`config.mk`:
```
export PLATFORM = sky130hd
export DESIGN_NAME = nv_save_seq
export DESIGN_NICKNAME = d
export VERILOG_FILES = /design/src/rtl/nvbr_pkg.sv /design/src/rtl/nvbr_timer.sv /design/src/rtl/nvbr_ctrl.sv /design/src/rtl/nvbr_decode.sv /design/src/rtl/nv_save_seq.sv
export SDC_FILE = /design/constraint.sdc
export NUM_CORES = 1
export LEC_CHECK = 0
export ABC_AREA = 1
export CAP_MARGIN = 20
export CORE_MARGIN = 5
export CORE_UTILIZATION = 55
export DETAILED_ROUTE_END_ITERATION = 7
export GPL_ROUTABILITY_DRIVEN = 0
export MAX_ROUTING_LAYER = met4
export PLACE_DENSITY = 0.89
export SLEW_MARGIN = 20
export SYNTH_ARGS = -nofsm -noshare
export SYNTH_HDL_FRONTEND = slang
export SYNTH_HIERARCHICAL = 1
export SYNTH_SLANG_ARGS = --single-unit
```
`constraint.sdc`:
```
create_clock -name clk_i -period 5.4 [get_ports clk_i]
set_clock_uncertainty 0.15 [all_clocks]
set_input_delay 0.54 -clock clk_i [delete_from_list [all_inputs] [get_ports clk_i]]
set_output_delay 0.54 -clock clk_i [all_outputs]
set_load 0.1 [all_outputs]
```
`src/rtl/nvbr_pkg.sv`:
```
`timescale 1ns/1ps
package nvbr_pkg;
  typedef enum logic [2:0] {
    ST_ON     = 3'd0,
    ST_SEL    = 3'd1,
    ST_HEAT   = 3'd2,
    ST_FIELD  = 3'd3,
    ST_COOL   = 3'd4,
    ST_OFF    = 3'd5,
    ST_SETTLE = 3'd6,
    ST_RELOAD = 3'd7
  } nvbr_state_e;
endpackage

```
`src/rtl/nvbr_timer.sv`:
```
`timescale 1ns/1ps
module nvbr_timer #(
  parameter int unsigned CW = 4
) (
  input  logic          clk_i,
  input  logic          rst_ni,
  input  logic          load_i,
  input  logic [CW-1:0] len_i,
  output logic          done_o
);
  logic [CW-1:0] cnt_q;

  always_ff @(posedge clk_i or negedge rst_ni) begin
    if (!rst_ni)            cnt_q <= '0;
    else if (load_i)        cnt_q <= len_i - CW'(1);
    else if (cnt_q != '0)   cnt_q <= cnt_q - CW'(1);
  end

  assign done_o = (cnt_q == '0);
endmodule

```
`src/rtl/nvbr_ctrl.sv`:
```
`timescale 1ns/1ps
module nvbr_ctrl
  import nvbr_pkg::*;
#(
  parameter int unsigned HEAT_CYC   = 1,
  parameter int unsigned FIELD_CYC  = 1,
  parameter int unsigned COOL_CYC   = 1,
  parameter int unsigned SETTLE_CYC = 3,
  parameter int unsigned CW         = 4
) (
  input  logic        clk_i,
  input  logic        rst_ni,
  input  logic        sleep_req_i,
  input  logic        wake_req_i,
  input  logic        latch_d_i,
  output nvbr_state_e state_o,
  output logic        phase_b_o,
  output logic        pol_o
);
  nvbr_state_e   st_q, st_d;
  logic          ph_q, ph_d;
  logic          pol_q, pend_q;
  logic          ld;
  logic [CW-1:0] len;
  logic          done;
  logic          saving;

  nvbr_timer #(.CW(CW)) i_timer (
    .clk_i  (clk_i),
    .rst_ni (rst_ni),
    .load_i (ld),
    .len_i  (len),
    .done_o (done)
  );

  assign saving = (st_q == ST_SEL) || (st_q == ST_HEAT) ||
                  (st_q == ST_FIELD) || (st_q == ST_COOL);

  always_comb begin
    st_d = st_q;
    ph_d = ph_q;
    ld   = 1'b0;
    len  = CW'(1);
    unique case (st_q)
      ST_ON: if (sleep_req_i) begin
        st_d = ST_SEL; ph_d = 1'b0; ld = 1'b1; len = CW'(1);
      end
      ST_SEL: if (done) begin
        st_d = ST_HEAT; ld = 1'b1; len = CW'(HEAT_CYC);
      end
      ST_HEAT: if (done) begin
        st_d = ST_FIELD; ld = 1'b1; len = CW'(FIELD_CYC);
      end
      ST_FIELD: if (done) begin
        st_d = ST_COOL; ld = 1'b1; len = CW'(COOL_CYC);
      end
      ST_COOL: if (done) begin
        if (!ph_q) begin
          st_d = ST_SEL; ph_d = 1'b1; ld = 1'b1; len = CW'(1);
        end else begin
          st_d = ST_OFF;
        end
      end
      ST_OFF: if (pend_q || wake_req_i) begin
        st_d = ST_SETTLE; ld = 1'b1; len = CW'(SETTLE_CYC);
      end
      ST_SETTLE: if (done) begin
        st_d = ST_RELOAD; ld = 1'b1; len = CW'(1);
      end
      ST_RELOAD: if (done) st_d = ST_ON;
      default: st_d = ST_ON;
    endcase
  end

  always_ff @(posedge clk_i or negedge rst_ni) begin
    if (!rst_ni) begin
      st_q   <= ST_ON;
      ph_q   <= 1'b0;
      pol_q  <= 1'b0;
      pend_q <= 1'b0;
    end else begin
      st_q <= st_d;
      ph_q <= ph_d;
      if (st_q == ST_ON && sleep_req_i) pol_q <= latch_d_i;
      // wake during save is parked until the off step
      if (st_q == ST_OFF)                pend_q <= 1'b0;
      else if (saving && wake_req_i)     pend_q <= 1'b1;
    end
  end

  assign state_o   = st_q;
  assign phase_b_o = ph_q;
  assign pol_o     = pol_q;
endmodule

```
`src/rtl/nvbr_decode.sv`:
```
`timescale 1ns/1ps
module nvbr_decode
  import nvbr_pkg::*;
(
  input  nvbr_state_e state_i,
  input  logic        phase_b_i,
  input  logic        pol_i,
  output logic        ctl_a_no,
  output logic        ctl_b_no,
  output logic        field_en_o,
  output logic        field_pol_o,
  output logic        reload_o,
  output logic        supply_on_o,
  output logic        ready_o,
  output logic        busy_o
);
  logic access, heating;

  always_comb begin
    access      = (state_i == ST_SEL) || (state_i == ST_HEAT) || (state_i == ST_FIELD);
    heating     = (state_i == ST_HEAT) || (state_i == ST_FIELD);
    // phase A: lane B selects, lane A heats; phase B swaps
    ctl_a_no    = !(phase_b_i ? access : heating);
    ctl_b_no    = !(phase_b_i ? heating : access);
    field_en_o  = (state_i == ST_FIELD);
    field_pol_o = field_en_o & (pol_i ^ phase_b_i);
    reload_o    = (state_i == ST_RELOAD);
    supply_on_o = (state_i != ST_OFF);
    ready_o     = (state_i == ST_ON);
    busy_o      = !((state_i == ST_ON) || (state_i == ST_OFF));
  end
endmodule

```
`src/rtl/nv_save_seq.sv`:
```
`timescale 1ns/1ps
module nv_save_seq
  import nvbr_pkg::*;
#(
  parameter int unsigned HEAT_CYC   = 1,
  parameter int unsigned FIELD_CYC  = 1,
  parameter int unsigned COOL_CYC   = 1,
  parameter int unsigned SETTLE_CYC = 3
) (
  input  logic clk_i,
  input  logic rst_ni,
  input  logic sleep_req_i,
  input  logic wake_req_i,
  input  logic latch_d_i,
  output logic ctl_a_no,
  output logic ctl_b_no,
  output logic field_en_o,
  output logic field_pol_o,
  output logic reload_o,
  output logic supply_on_o,
  output logic ready_o,
  output logic busy_o
);
  localparam int unsigned MAX_HF  = (HEAT_CYC > FIELD_CYC) ? HEAT_CYC : FIELD_CYC;
  localparam int unsigned MAX_CS  = (COOL_CYC > SETTLE_CYC) ? COOL_CYC : SETTLE_CYC;
  localparam int unsigned MAX_LEN = (MAX_HF > MAX_CS) ? MAX_HF : MAX_CS;
  localparam int unsigned CW      = $clog2(MAX_LEN + 1);

  nvbr_state_e st;
  logic        ph_b, pol;

  nvbr_ctrl #(
    .HEAT_CYC  (HEAT_CYC),
    .FIELD_CYC (FIELD_CYC),
    .COOL_CYC  (COOL_CYC),
    .SETTLE_CYC(SETTLE_CYC),
    .CW        (CW)
  ) i_ctrl (
    .clk_i      (clk_i),
    .rst_ni     (rst_ni),
    .sleep_req_i(sleep_req_i),
    .wake_req_i (wake_req_i),
    .latch_d_i  (latch_d_i),
    .state_o    (st),
    .phase_b_o  (ph_b),
    .pol_o      (pol)
  );

  nvbr_decode i_decode (
    .state_i    (st),
    .phase_b_i  (ph_b),
    .pol_i      (pol),
    .ctl_a_no   (ctl_a_no),
    .ctl_b_no   (ctl_b_no),
    .field_en_o (field_en_o),
    .field_pol_o(field_pol_o),
    .reload_o   (reload_o),
    .supply_on_o(supply_on_o),
    .ready_o    (ready_o),
    .busy_o     (busy_o)
  );
endmodule

```
== Word-level counts from Yosys, hierarchy flattened ==
Cells that the tools add are included.
Word-level totals
  register bits: 8
  input bits: 5
  logic and storage cells: 72
Operators by class
  add/sub/neg operators: 2
  eq/ne operators: 16
  mux-type cells: 27
  bitwise operators: 2
  reduce and logical (&&, ||, !) cells: 20
Operators by type and width (count)
  two-way mux 3 bit: 9
  one-hot mux 3 bit (8 select lines): 1
  != test 2 x 1 -> 1 bit (second input constant): 7
  equality test 3 bit (second input constant): 4
  two-way mux 1 bit: 11
  two-way mux 2 bit: 4
  AND reduction 8 bit: 1
  nonzero test 2 bit: 4
  equality test 3 x 2 -> 1 bit (second input constant): 2
  logical OR 1 bit: 6
  one-hot mux 1 bit (4 select lines): 1
  OR reduction 4 bit: 1
  subtractor 2 x 1 -> 2 bit (second input constant): 2
  equality test 3 x 1 -> 1 bit (second input constant): 1
  logical NOT 1 bit: 3
  logical NOT 3 bit: 1
  != test 3 bit (second input constant): 1
  AND reduction 3 bit: 1
  logical AND 1 bit: 2
  logical NOT 2 bit: 1
  != test 2 bit (second input constant): 1
  one-hot mux 1 bit (2 select lines): 1
  bitwise AND 1 bit: 1
  XOR 1 bit: 1

== Depth between registers and ports, before layout ==
Gate-level depths: netlist of run 1.
  depth in word-level cells: 7
  mapped depth: 14
  mapped depth without buffers: 14

== Hierarchy ==
Netlist of run 1, hierarchy kept.
By module, submodules not included
  nvbr_ctrl: times used 1, cells an instance 80, area an instance 569.3 um^2, seq. area each 150.1 um^2
  nvbr_timer: times used 1, cells an instance 18, area an instance 116.4 um^2, seq. area each 50.0 um^2
  nvbr_decode: times used 1, cells an instance 25, area an instance 102.6 um^2, seq. area each 0.0 um^2

== Worst setup path before layout of run 1 ==
Ideal clock, no wire load.
  path kind: register to output
  start point: register i_ctrl.st_q[0] (netlist: i_ctrl/state_o[0])
  end point: output ready_o
  arrival time: 2620 ps
  required time: 4710 ps
  path slack: 2090 ps
  stages on the path, launching flop included: 3
  path buffers: 1
  cell sequence: dfrtp_1 buf_4 nor3_1
Between the ends
  longest elaborated chain between the ends: 1
RTL lines
  start: declaration: line nvbr_ctrl.sv:20  | nvbr_state_e st_q, st_d;
  start signal: assignment: line nvbr_ctrl.sv:82  | st_q <= st_d;
  logical NOT 3 bit: line nvbr_decode.sv:29  | ready_o = (state_i == ST_ON);
  end: declaration: line nv_save_seq.sv:21  | output logic ready_o,
Every way passes these cells.

== Final worst setup path of run 1 ==
  start point: register i_ctrl.st_q[2] (netlist: i_ctrl/state_o[2])
  end point: output field_pol_o
Between the ends
  longest elaborated chain between the ends: 2
RTL lines
  equality test 3 x 2 -> 1 bit: line nvbr_decode.sv:25  | field_en_o = (state_i == ST_FIELD);
  bitwise AND 1 bit: line nvbr_decode.sv:26  | field_pol_o = field_en_o & (pol_i ^ phase_b_i);
  end: declaration: line nv_save_seq.sv:18  | output logic field_pol_o,
Every way passes these cells.

==> results of run 1 <==
stage by stage:
| step | worst slack [ns] | hold slack, ns |
|---|---|---|
| 3_5_place_dp | 2.625 | 0.3397 |
| 6_report | 2.352 | 0.3563 |
| 3_3_place_gp | 2.658 | 0.3388 |
| 4_1_cts | 2.345 | 0.3557 |
| 2_1_floorplan | 2.090 | 0.09441 |
| 5_1_grt | 2.279 | 0.3734 |
kinds of logic after synthesis:
family	share of synthesized area
AO/OA/AOI/OAI	0.06825
adder cells (fa/ha/maj)	0.07937
buffers and inverters	0.1397
flip-flops	0.2540
other	0.004757
AND/OR/NAND/NOR	0.4540
cell type report:
class | instances | area (um2) | area share
inverters | 22 | 91.34 | 0.09812
repair buffers | 12 | 120.1 | 0.1290
clock buffers | 3 | 22.52 | 0.02419
multi-input cells | 91 | 478.0 | 0.5134
flip-flops and latches | 8 | 200.2 | 0.2151
well taps | 15 | 18.77 | 0.02016
worst min-delay path, stage by stage (launching register included):
cell     delay (ns)
dfrtp_1        0.36
nand2_1        0.06
nand2_1        0.06
metal layers:
layer | wire length [um] | global-route usage | vias up
li1 | - | - | 405
met1 | 714 | 0.2073 | 345
met2 | 911 | 0.3377 | 22
met3 | 90 | 0.06767 | 6
met4 | 19 | 0.05914 | 0
met5 | 0 | - | -
synth_stat cells:
cell | n | share of area
buf_4 | 1 | 0.0095
conb_1 | 1 | 0.0048
nand3_2 | 2 | 0.025
dfrtp_1 | 8 | 0.25
o22ai_1 | 1 | 0.0079
o21ai_1 | 3 | 0.019
clkinv_2 | 1 | 0.0063
nor2_2 | 2 | 0.016
nand3_1 | 11 | 0.070
inv_4 | 1 | 0.0079
nand2_2 | 7 | 0.056
inv_2 | 6 | 0.029
nand2_4 | 2 | 0.029
inv_1 | 13 | 0.062
nor2_1 | 10 | 0.048
buf_6 | 1 | 0.014
a21oi_1 | 3 | 0.019
nand4_1 | 3 | 0.024
ha_1 | 5 | 0.079
a21oi_2 | 2 | 0.022
inv_6 | 1 | 0.011
nor3_1 | 1 | 0.0063
nand2_1 | 38 | 0.18
placed cells by master, fill, tap and decap left out, types with 2 or more instances in the layout:
cell type        count
nand2_1             38
dfrtp_1              8
nand3_1             11
nand2_4              2
a21oi_2              2
clkbuf_4             3
nand4_1              3
nand2_2              7
inv_2                6
inv_1               13
nand3_2              2
clkdlybuf4s50_1     12
a21oi_1              3
o21ai_1              3
nor2_1              10
ha_1                 5
nor2_2               2
state kept, by name, indices dropped and copies added (netlist names):
| signal | count |
|---|---|
| i_ctrl/i_timer/cnt_q | 2 |
| i_ctrl/pol_o | 1 |
| i_ctrl/state_o | 3 |
| i_ctrl/pend_q | 1 |
| i_ctrl/phase_b_o | 1 |
worst paths after layout:
| kind | from | end | slack (ns) | cells after the start |
|---|---|---|---|---|
| max reg2reg | i_ctrl/state_o[0] | i_ctrl/i_timer/cnt_q[1] | 3.19 | 12 |
| min in group asynchronous | rst_ni | i_ctrl/pend_q | 0.41 | 1 |
| min | i_ctrl/pol_o | i_ctrl/pol_o | 0.36 | 2 |
| max | i_ctrl/state_o[2] | field_pol_o | 2.35 | 4 |
| max in group asynchronous | rst_ni | i_ctrl/i_timer/cnt_q[1] | 4.42 | 1 |
| min reg2reg | i_ctrl/pol_o | i_ctrl/pol_o | 0.36 | 2 |
==> results.md, run 1 <==
* Syn nets at 133
* Crit path max-delay family: buffers and inverters
* First-pass GRT wire length at 2980 um
* Seq/Total Area, Yosys at 0.2540
* Required @ worst endpoint at 4.71 ns
* Cells after Synth at 123
* Final Hold Vio Count at 0
* Cell Rows at 13
* Outcome: completed
* Dpl cells at 148
* Antenna violations before repair at 0
* Io pins at 13
* Fill count at 123
* Clock slew at reported path FFs at 0.06 ns
* Die W at 47.86 um
* Die height at 47.86 um
* CP Class: register to output port
* Vias in the first global route at 744
* DRT iter0 DRCs at 19
* PortBufs at 12
* Via density at 5.152
* Largest net degree at the start of global routing at 15
* Clock buffer depth at 2
* Startpoint types: register
* Max-slew violation count at 0
* Crit path largest cell delay at 1.13 ns
* Mean Syn Cell Area at 6.409 um2
* H-tree depth at 1
* Hold crit path type: register to register
* # clock sinks at 8
* Final nets at 148
* Post-synthesis register bit count at 8
* Layout cell share with drive strength beyond 1 at 0.1985
* Crit path DAT at 2.36 ns
* GRT Util Overall at 0.1953
* Mapped cell area at 788.3 um2
* Tcrit/Tclk final at 0.5644
* WL final at 1735 um
* Design Area, Final at 930.9 um2
* Diode count at 0
* CTS tree: yes
* Die area at 2290 um2
* Worst-Margin Slew at 0.9677 ns
* PostCTS Resize Cnt at 0
* Yosys warning count at 6
* Finished Layout Cells at 151
* Slowest stage cell, crit path: clkdlybuf4s50_1
* Placed Instance Area at 908.4 um2
* Max Fclk at 328.1 MHz
* WL/cell at 11.49 um
* Core box area at 1334 um2
* Initial Utilization at 0.5910
* Crit path capture type: output port
* HPWL after detailed placement at 1304 um
* Unique masters post-synth at 23
* Setup violators final at 0
* Global route overflow at 0
* Max Cap Viol at 0
* Critical path buffers and inverters at 2
* Detailed-route via count at 778
* Area growth syn-to-layout at 18.10%
* Cts bufs inserted at 3
* Final ANT Viol Nets at 0
* Min Tclk post-route at 3.048 ns
* Fin util at 0.6979
* Slew margin rel. at 0.3528
* Setup bufs post-CTS at 0
* CP Cell Sequence: inv_2 -> nand3_1 -> nor2_1 -> clkdlybuf4s50_1
* TNS Setup at 0 ns
* RSZ-0062 raised after global routing: false
* Clock Tree Root: clkbuf_4
* Hold_buf cts at 0
* Number of remaining DRC errors at 0
* Critical Path Fanout Max at 13
* Worst-Skew Late Latency at 0.26 ns
* Pre-antenna DRT Iters at 4
Power of run 1 is left out: the tool's default activity adds up to more than one toggle a clock period on the data nets, which glitch-free logic cannot reach.
==> run 2, diff against run 1 <==
CORE_UTILIZATION = 51   (was 55)
PLACE_DENSITY = 0.84   (was 0.89)
clock period = 2.95 ns   (was 5.4 ns; I/O delays follow)
==> run 2 against run 1 <==
Effect of this change: design area shrank 1.5%; first-iteration DRC count is 68% higher; clock-buffer cell count is the same; worst setup slack worse by 1.6 ns; critical path depth rose by 7; register-to-register slack worse by 2.4 ns; largest cell class unchanged; global-route usage down 4.3 points; wire length down 2.1%; utilization fell by 8.2 points; die area up 6.2%; final cell count rose by 0.66%; critical path type is now register to register.
==> results.md, run 2 (same netlist as run 1, synthesis figures left out) <==
* PostCTS Resize Cnt at 0
* Required @ worst endpoint at 2.94 ns
* Tcrit/Tclk final at 0.7404
* WL/cell at 11.18 um
* Hold_ws at 0.1778 ns
* Clock buffer depth at 2
* Worst-Skew Late Latency at 0.25 ns
* Core box area at 1489 um2
* Min Tclk post-route at 2.184 ns
* Worst setup margin at 0.7658 ns
* CTS tree: yes
* Cell Rows at 14
* Setup violators final at 0
* Hold_buf cts at 0
* GRT Util Overall at 0.1522
* Max Cap Viol at 0
* Number of remaining DRC errors at 0
* # clock sinks at 8
* CP Class: register to register
* Hold crit path type: input port to async pin
* Die area at 2432 um2
* Max Fclk at 457.8 MHz
* Global route overflow at 0
* First-pass GRT wire length at 2842 um
* Most frequent cells in the layout: nand2_1 (38), inv_1 (13), nand3_1 (11), nor2_1 (10)
* Clock Tree Root: clkbuf_4
* Setup bufs post-CTS at 0
* Slew margin rel. at 0.6077
* RSZ-0062 raised after global routing: false
* Detailed-route via count at 786
* Pre-antenna DRT Iters at 4
* Vias in the first global route at 697
* DRT iter0 DRCs at 32
* Clock slew at reported path FFs at 0.05 ns
* Crit path capture type: register
* DP Worst Slack at 0.7938 ns
* Initial Utilization at 0.5294
* WL final at 1699 um
* Final nets at 148
* Final ANT Viol Nets at 0
* H-tree depth at 1
* Max reg flops at 3
* Critical Path Fanout Max at 14
* PortBufs at 12
* Outcome: completed
* Crit path DAT at 2.17 ns
* Die height at 49.32 um
* Diode count at 0
* Most common cell after layout, fill and taps aside: nand2_1
* Cts bufs inserted at 3
* Via density at 5.171
* Final Hold Vio Count at 0
* Antenna violations before repair at 0
* Die W at 49.32 um
* FF-to-FF path depth at 11
* Reg2Reg Setup Slack at 0.77 ns
* Area growth syn-to-layout at 16.35%
* TNS Setup at 0 ns
* Startpoint types: register
* Layout cell share with drive strength beyond 1 at 0.2647
* Max-slew violation count at 0
* Worst-Margin Slew at 0.5885 ns
* HPWL after detailed placement at 1400 um
* Io pins at 13
* Largest net degree at the start of global routing at 15
[run 2: cell types whose count changed in the layout (fill, tap and decap cells not counted), sizes merged]
cell	change
clkdlybuf4s50	-8
buf	+8
[run 2: final timing paths]
path	from	to
worst max register to register	i_ctrl/state_o[0]	i_ctrl/i_timer/cnt_q[1]
max in group asynchronous	rst_ni	i_ctrl/state_o[1]
worst min-delay path	rst_ni	i_ctrl/i_timer/cnt_q[1]
worst min register to register	i_ctrl/pol_o	i_ctrl/pol_o
worst max-delay path	i_ctrl/state_o[0]	i_ctrl/i_timer/cnt_q[1]
min in group clk_i	i_ctrl/pol_o	i_ctrl/pol_o
[run 2: stage by stage]
| step | cells | area, um2 | utilization |
|---|---|---|---|
| finish | 152 | 917.1 | 0.6160 |
| global route | 152 | 917.1 | 0.6160 |
| CTS | 152 | 917.1 | 0.6160 |
| detailed placement | 149 | 894.6 | 0.6008 |
| global placement | 149 | 894.6 | 0.6008 |
| floorplan | 123 | 793.3 | - |
[run 2: layout make-up]
cell class	instances	area [um2]
Fill cell	135	571.8
Multi-Input combinational cell	91	483.0
Sequential cell	8	200.2
Timing Repair Buffer	12	100.1
Inverter	22	91.34
Clock buffer	3	22.52
Tap cell	16	20.02
[run 2: worst max-delay path, stage by stage (launching register included)]
cell and delay, ns:
dfrtp_1 0.52, inv_1 0.17, ha_1 0.27, nand2_2 0.11
o21ai_1 0.14, nand2_1 0.08, a21oi_2 0.22, inv_2 0.08
nand2_1 0.08, nand2_1 0.07, nor2_1 0.11, nor2_1 0.06
[run 2: layer usage]
layer  vias up  wire (um)  track usage  share of wire
met5         -          0            -              0
met1       357        674       0.1589           0.40
li1        406          -            -              -
met2        21        887       0.2725           0.52
met3         2        133      0.05505          0.078
met4         0          4      0.02691         0.0024
Power of run 2 is left out for the same reason.
